$ cat src/rtl/evt_intc_pkg.sv
package evt_intc_pkg;
  // Function selected by address bits [6:3]; bit 2 picks the half.
  typedef enum logic [3:0] {
    K_ENABLE  = 4'd0,
    K_STATUS  = 4'd1,
    K_SET     = 4'd2,
    K_CLEAR   = 4'd3,
    K_ROUTE   = 4'd4,
    K_LOCK    = 4'd5,
    K_PENDING = 4'd6
  } reg_kind_e;

  localparam int unsigned WORD_W = 32;
endpackage

$ cat src/rtl/evt_intc_bus.sv
module evt_intc_bus #(
  parameter int unsigned AW = 7
) (
  input  logic          clk,
  input  logic          rst_n,
  input  logic          hsel,
  input  logic [1:0]    htrans,
  input  logic          hwrite,
  input  logic [AW-1:0] haddr,
  input  logic [3:0]    hprot,
  output logic          dp_wr,
  output logic          dp_rd,
  output logic          dp_priv,
  output logic [AW-3:0] dp_word
);
  logic          start;
  logic          wr_n, rd_n, priv_n;
  logic [AW-3:0] word_n;

  always_comb begin
    start  = hsel & htrans[1];
    wr_n   = start & hwrite;
    rd_n   = start & ~hwrite;
    priv_n = start ? hprot[1] : dp_priv;
    word_n = start ? haddr[AW-1:2] : dp_word;
  end

  always_ff @(posedge clk or negedge rst_n) begin
    if (!rst_n) begin
      dp_wr   <= 1'b0;
      dp_rd   <= 1'b0;
      dp_priv <= 1'b0;
      dp_word <= '0;
    end else begin
      dp_wr   <= wr_n;
      dp_rd   <= rd_n;
      dp_priv <= priv_n;
      dp_word <= word_n;
    end
  end
endmodule

$ cat src/rtl/evt_intc_regs.sv
module evt_intc_regs
  import evt_intc_pkg::*;
#(
  parameter int unsigned N    = 49,
  parameter int unsigned RSVD = 35,
  parameter int unsigned WW   = 5
) (
  input  logic              clk,
  input  logic              rst_n,
  input  logic              dp_wr,
  input  logic              dp_rd,
  input  logic              dp_priv,
  input  logic [WW-1:0]     dp_word,
  input  logic [WORD_W-1:0] wdata,
  input  logic [N-1:0]      evt,
  output logic [WORD_W-1:0] rdata,
  output logic [N-1:0]      en_q,
  output logic [N-1:0]      route_q,
  output logic [N-1:0]      lock_q,
  output logic [N-1:0]      stat_q
);
  localparam int unsigned WIDE = 2 * WORD_W;
  localparam logic [N-1:0] LIVE = {N{1'b1}} ^ (N'(1) << RSVD);

  logic [3:0]      kind;
  logic            half;
  logic [WIDE-1:0] wide_data, wide_lane, wide_rd;
  logic [N-1:0]    wr_bits, lane, allow, set_ok, clr_ok;
  logic [N-1:0]    en_n, route_n, lock_n, stat_n;
  logic [N-1:0]    rd_src;

  always_comb begin
    kind      = dp_word[WW-1:1];
    half      = dp_word[0];
    wide_data = half ? {wdata, {WORD_W{1'b0}}} : {{WORD_W{1'b0}}, wdata};
    wide_lane = half ? {{WORD_W{1'b1}}, {WORD_W{1'b0}}} : {{WORD_W{1'b0}}, {WORD_W{1'b1}}};
    lane      = wide_lane[N-1:0];
    wr_bits   = wide_data[N-1:0] & LIVE;
    allow     = dp_priv ? {N{1'b1}} : ~lock_q;

    en_n    = en_q;
    route_n = route_q;
    lock_n  = lock_q;
    set_ok  = '0;
    clr_ok  = '0;
    if (dp_wr) begin
      case (kind)
        K_ENABLE: en_n    = (en_q & ~lane) | (wr_bits & lane);
        K_ROUTE:  route_n = (route_q & ~lane) | (wr_bits & lane);
        K_LOCK:   if (dp_priv) lock_n = (lock_q & ~lane) | (wr_bits & lane);
        K_SET:    set_ok  = wr_bits & lane & allow;
        K_CLEAR:  clr_ok  = wr_bits & lane & allow;
        default:  ;
      endcase
    end
    // Event or set beats a simultaneous clear.
    stat_n = (evt | set_ok | (stat_q & ~clr_ok)) & LIVE;
  end

  always_ff @(posedge clk or negedge rst_n) begin
    if (!rst_n) begin
      en_q    <= '0;
      route_q <= '0;
      lock_q  <= '0;
    end else if (dp_wr) begin
      en_q    <= en_n;
      route_q <= route_n;
      lock_q  <= lock_n;
    end
  end

  // One sticky flop per line; the reserved line has none.
  for (genvar k = 0; k < N; k++) begin : g_stat
    if (k == RSVD) begin : g_rsvd
      assign stat_q[k] = 1'b0;
    end else begin : g_live
      always_ff @(posedge clk or negedge rst_n) begin
        if (!rst_n) stat_q[k] <= 1'b0;
        else        stat_q[k] <= stat_n[k];
      end
    end
  end

  always_comb begin
    case (kind)
      K_ENABLE:  rd_src = en_q;
      K_STATUS:  rd_src = stat_q;
      K_ROUTE:   rd_src = route_q;
      K_LOCK:    rd_src = lock_q;
      K_PENDING: rd_src = stat_q & en_q;
      default:   rd_src = '0;
    endcase
    wide_rd = WIDE'(rd_src);
    if (!dp_rd)     rdata = '0;
    else if (half)  rdata = wide_rd[WIDE-1:WORD_W];
    else            rdata = wide_rd[WORD_W-1:0];
  end
endmodule

$ cat src/rtl/evt_intc_merge.sv
module evt_intc_merge #(
  parameter int unsigned N = 49
) (
  input  logic         clk,
  input  logic         rst_n,
  input  logic [N-1:0] stat,
  input  logic [N-1:0] en,
  input  logic [N-1:0] route,
  output logic         irq_q,
  output logic         nmi_q
);
  logic irq_n, nmi_n;

  always_comb begin
    irq_n = |(stat & en & ~route);
    nmi_n = |(stat & route);
  end

  always_ff @(posedge clk or negedge rst_n) begin
    if (!rst_n) begin
      irq_q <= 1'b0;
      nmi_q <= 1'b0;
    end else begin
      irq_q <= irq_n;
      nmi_q <= nmi_n;
    end
  end
endmodule

$ cat src/rtl/evt_intc_top.sv
module evt_intc_top
  import evt_intc_pkg::*;
#(
  parameter int unsigned NUM_LINES = 49,
  parameter int unsigned RSVD_LINE = 35,
  parameter int unsigned ADDR_W    = 7
) (
  input  logic                 clk,
  input  logic                 rst_n,
  input  logic                 hsel,
  input  logic [1:0]           htrans,
  input  logic                 hwrite,
  input  logic [ADDR_W-1:0]    haddr,
  input  logic [3:0]           hprot,
  input  logic [WORD_W-1:0]    hwdata,
  output logic [WORD_W-1:0]    hrdata,
  output logic                 hreadyout,
  input  logic [NUM_LINES-1:0] evt_i,
  output logic                 irq_o,
  output logic                 nmi_o,
  output logic [NUM_LINES-1:0] trig_o
);
  localparam int unsigned WW = ADDR_W - 2;
  localparam logic [NUM_LINES-1:0] LIVE = {NUM_LINES{1'b1}} ^ (NUM_LINES'(1) << RSVD_LINE);

  logic                 dp_wr, dp_rd, dp_priv;
  logic [WW-1:0]        dp_word;
  logic [NUM_LINES-1:0] en_w, route_w, lock_w, stat_w;

  evt_intc_bus #(.AW(ADDR_W)) bus_i (
    .clk(clk), .rst_n(rst_n), .hsel(hsel), .htrans(htrans), .hwrite(hwrite),
    .haddr(haddr), .hprot(hprot), .dp_wr(dp_wr), .dp_rd(dp_rd),
    .dp_priv(dp_priv), .dp_word(dp_word)
  );

  evt_intc_regs #(.N(NUM_LINES), .RSVD(RSVD_LINE), .WW(WW)) regs_i (
    .clk(clk), .rst_n(rst_n), .dp_wr(dp_wr), .dp_rd(dp_rd), .dp_priv(dp_priv),
    .dp_word(dp_word), .wdata(hwdata), .evt(evt_i), .rdata(hrdata),
    .en_q(en_w), .route_q(route_w), .lock_q(lock_w), .stat_q(stat_w)
  );

  evt_intc_merge #(.N(NUM_LINES)) merge_i (
    .clk(clk), .rst_n(rst_n), .stat(stat_w), .en(en_w), .route(route_w),
    .irq_q(irq_o), .nmi_q(nmi_o)
  );

  assign trig_o    = evt_i & LIVE;
  assign hreadyout = 1'b1;
endmodule

$ cat config.mk
export PLATFORM = sky130hd
export DESIGN_NAME = evt_intc_top
export DESIGN_NICKNAME = d
export VERILOG_FILES = /design/src/rtl/evt_intc_pkg.sv /design/src/rtl/evt_intc_bus.sv /design/src/rtl/evt_intc_regs.sv /design/src/rtl/evt_intc_merge.sv /design/src/rtl/evt_intc_top.sv
export SDC_FILE = /design/constraint.sdc
export NUM_CORES = 1
export LEC_CHECK = 0
export ABC_CLOCK_PERIOD_IN_PS = 4200
export BUFFER_PORTS_ARGS = -buffer_cell sky130_fd_sc_hd__buf_2
export CELL_PAD_IN_SITES_DETAIL_PLACEMENT = 1
export CELL_PAD_IN_SITES_GLOBAL_PLACEMENT = 1
export CORE_MARGIN = 2
export CORE_UTILIZATION = 45
export CTS_CLUSTER_SIZE = 8
export DETAILED_ROUTE_END_ITERATION = 16
export GPL_ROUTABILITY_DRIVEN = 0
export PLACE_DENSITY = 0.85
export SETUP_SLACK_MARGIN = 0.3
export SLEW_MARGIN = 20
export SYNTH_ARGS = -nofsm -noshare
export SYNTH_HDL_FRONTEND = slang
export SYNTH_SLANG_ARGS = --single-unit
$ cat constraint.sdc
create_clock -name clk -period 4.2 [get_ports clk]
set_clock_uncertainty 0.1 [all_clocks]
set_input_delay 0.63 -clock clk [delete_from_list [all_inputs] [get_ports clk]]
set_output_delay 0.63 -clock clk [all_outputs]
set_load 0.02 [all_outputs]
# == Yosys cells after proc, flatten, opt, wreduce, memory -nomap -nowiden ==
# Index checks and enable logic that the tools add are counted.
# word_totals
register_bits,205
# op_classes
reduce_logical,6
bitwise,22
n_mux,10
n_eq_ne,6
# ops
operator,count
$and 49x49->49,9
$mux 49,7
$or 49x49->49,5
$pmux 49 s5,1
$not 49->49,4
$reduce_or 49->1,2
$mux 32,2
$eq 4x3->1 const B,3
$eq 4x2->1 const B,2
$eq 4x1->1 const B,1
$logic_not 4->1,1
$reduce_and 2->1,2
$and 1x1->1,3
$reduce_and 3->1,1
$not 1->1,1

# == Longest topological paths before layout ==
# depth
depth_word,8
depth_mapped,8

# == Modules after synthesis ==
# A second synthesis with hierarchy kept.
# hier_totals
hier_cells,1070
hier_area_um2,11488.5
# modules_own_cells
module,n_inst,cells_each,area_each_um2,seq_area_each_um2
evt_intc_regs,1,888,10110.9,4879.7
evt_intc_merge,1,113,709.4,50.0
evt_intc_top,1,52,382.9,0.0
evt_intc_bus,1,17,285.3,200.2

# == Least setup slack after synthesis ==
# OpenSTA, ideal clock, no wires.
# synth_path
kind,reg2out
start,register bus_i.dp_word[1]
end,output hrdata[17]
slack_ps,1642
path_buffers,2
path_stages_with_launch,7
t_arrival_ps,1828
required_time_ps,3470
path_cell_list,dfrtp_1 > buf_2 > nor4_4 > clkbuf_1 > a21o_1 > nand2_1 > a21oi_1
# synth_via
elab_chain_cells,4
# synth_lines
item,line_no,rtl
"start, declared",evt_intc_bus.sv:14,output logic [AW-3:0] dp_word
"start signal, assigned",evt_intc_bus.sv:38,dp_word <= word_n;
$eq 4x3->1 (tied with other cells),evt_intc_regs.sv:85,case (kind)
$pmux 49 s5 *,evt_intc_regs.sv:85,
$mux 32 *,evt_intc_regs.sv:95,else if (half) rdata = wide_rd[WIDE-1:WORD_W];
$mux 32 *,evt_intc_regs.sv:94,if (!dp_rd) rdata = '0;
"end, declared",evt_intc_top.sv:16,"output logic [WORD_W-1:0] hrdata,"
# Mark *: on every way between the ends. The rest lies on a longest branch, timed or not.

# == Final worst setup path ==
# layout_path
start,register bus_i.dp_word[1]
end,output hrdata[6]
# Same word-level chain as after synthesis.

==> reports/metrics.cfg <==
[clock_network]
root_buffer=clkbuf_16
h-tree-depth=1
cts.clk_slew.worst_paths_ns=0.05
post_cts_buffers=0
cts.path.max_buffers=3
clkLatencyLatePin_ns=0.54
cts_sinks=205
cts_hold_buf=0
cts_buffers=29
cts_tree=done

[power]
p_switching_uw=1890
seq_power_share_pct=43.7
p_int_uw=3990
peakVddDrop_v=0.000328
power_density_nw_per_um2=456
leakage_uw=0.00592
clkPwrFrac_pct=35.5
power_frac_comb_pct=20.9
p_total_uw=5890
switching_share_pct=32.2

[setup_path]
worstPathArrival_ns=3.03
r2r-start=bus_i.dp_word[1]
criticalPathCategory=reg2out
cp.depth=7
critPathCaptureType=output pin
rrSetupSlack_ns=1.20
crit_chain=buf_4 -> nor4b_4 -> buf_4 -> o2bb2ai_1 -> a31oi_1 -> o22ai_1 -> buf_2
path_delay_family=buffers and inverters
r2r_cells=6
required_ns=3.47
slowest_stage=dfrtp_2
crit_fanout=35
cp-start-kind=flip-flop
crit_top_cell=buf_4
cp.buffers_inverters=3
max_stage_delay_ns=0.57

[sta]
setup_viol=0
tns_ns=0
hold_slack_ns=0.131
max_freq_mhz=266
worst_pin_slew_ns=0.899
slew_headroom_pct=40.1
period_minus_slack_ns=3.76
grt_setup_unrepaired=no
post-route-period-util_pct=89.6
maxSlewViolCount=0
hold_violations=0

[flow_run]
cap_violations=0

[placement]
portBuffers=172
place_inst=1424
placed_cell_area_sq_um=12200
hpwl_mm=27.1

[global_routing]
grt_pass1_wl_mm=61.4
track_usage_pct=30.4
grt_pass1_vias=10140
antenna_found_initial=1
grt-ovfl-total=0
grt_max_degree=105

[yosys]
async_flop_share_pct=100
post-synth-top-area-fraction_pct=45.5
netlist_top_cells_area=dfrtp_1 (45%), mux2_2 (13%), buf_4 (3.9%)
yosysTopAreaCell=dfrtp_1
syn_area_sq_um=11300
syn-mean-instance-area_sq_um=11.1
syn_inst=1019
ys.flop_type=dfrtp_1
synth_nets=1117
yosys_warnings=0
synth_cell_types=44
synth-seq-cells=205
synth_edf_count=0
ys_seq_area_share_pct=45.5

[cells_and_area]
fillers=2618
fin_area_sq_um=12900
nNetsFinal=1229
drive_gt1_share_pct=33.7
layoutNonFillerInstCount=1459
final_common_cell=dfrtp_1
mostFrequentLayoutCells=dfrtp_1 (202), buf_2 (171), mux2_2 (130)
syn2layout_area_growth_pct=14.5

[routing]
routed_wirelength_mm=40.3
antenna_left=0
first_pass_iters=8
drtIter0Drc=825
avgRoutedWirePerCell_um=27.6
drc=0
viasPerCell=6.69
vias=9758

[floorplanning]
start_util_pct=46.1
io_pins=182
std_cell_rows=57
dieArea_sq_um=26400
die-height_um=162
die_w_um=162
core_area_sq_um=24500

[min_path]
holdCritPathClass=in2async

[outcome]
outcome=finished, final reports clean

==> timing repair <==
action,4_1_cts,5_1_grt
setup endpoints to repair,1,3
gates resized for setup,1,1
endpoints found under the hold margin,0,0
gates cloned,0,0
==> how the worst max path moves through the flow <==
stage,slack [ns],start,to
after detailed placement,0.87,bus_i.dp_word[3],hrdata[1]
after CTS,0.32,bus_i.dp_word[3],hrdata[6]
after floorplan,1.64,bus_i.dp_word[1],hrdata[17]
final,0.44,bus_i.dp_word[1],hrdata[6]
after global placement,0.99,bus_i.dp_word[3],hrdata[1]
after global routing,0.36,bus_i.dp_word[1],hrdata[6]
==> cells in the mapped netlist (2+ instances only) <==
library cell	instances
mux2_1	20
mux2_2	130
inv_1	51
nand4_1	11
o2bb2ai_1	16
a21o_1	31
dfrtp_1	205
a221oi_1	27
a22o_1	26
buf_1	3
conb_1	2
o211a_1	17
nand3_1	3
nor4_1	4
and2_1	5
nor2b_1	5
a22oi_1	4
a211o_1	48
nand2_1	38
nand3b_1	32
a31oi_1	16
a21oi_1	15
and3_1	19
a222oi_1	15
o2111ai_1	49
buf_2	21
clkbuf_1	42
o22ai_1	24
buf_4	58
nor2_1	52
mux2i_1	17
==> routing by layer <==
metal	vias up	GRT usage, %	share of wire (%)
met1	5039	40.2	40
met4	0	10.7	3.3
met5	-	0	0
met3	104	6.19	9.3
li1	4059	-	-
met2	556	50.0	48
==> stage by stage <==
stage          setup WS [ns]  util (%)
2_1_floorplan           1.64         -
3_3_place_gp           0.985      49.7
3_5_place_dp           0.875      49.7
4_1_cts                0.324      52.8
5_1_grt                0.358      52.8
6_report               0.438      52.8
==> final cells by class <==
class	count	area, sq um	share of cell area [%]
antenna	1	2.50	0.0194
clock buffer	33	751	5.81
clock inverter	1	8.76	0.0678
inverter	51	191	1.48
multi-input combinational	638	5260	40.7
sequential	205	5140	39.8
tap	324	405	3.14
timing repair buffer	206	1160	9.00
==> power by group through the flow <==
stage	logic [uW]	clock network [uW]	registers, uW
2_1_floorplan	838	0	2410
3_3_place_gp	1140	0	2550
3_5_place_dp	1180	0	2580
4_1_cts	1210	2090	2560
5_1_grt	1300	2170	2600
6_report	1230	2090	2570
==> cell families (layout without fill, tap and decap cells) <==
family | count (synthesis) | after routing | share of synthesized area [%]
flops | 205 | 205 | 45.5
simple gates | 180 | 180 | 8.92
compound gates | 289 | 289 | 21.0
buf+inv | 176 | 291 | 8.08
mux | 167 | 167 | 16.5
other cells | 2 | 3 | 0.0665
(Power assumes the default switching activity.)
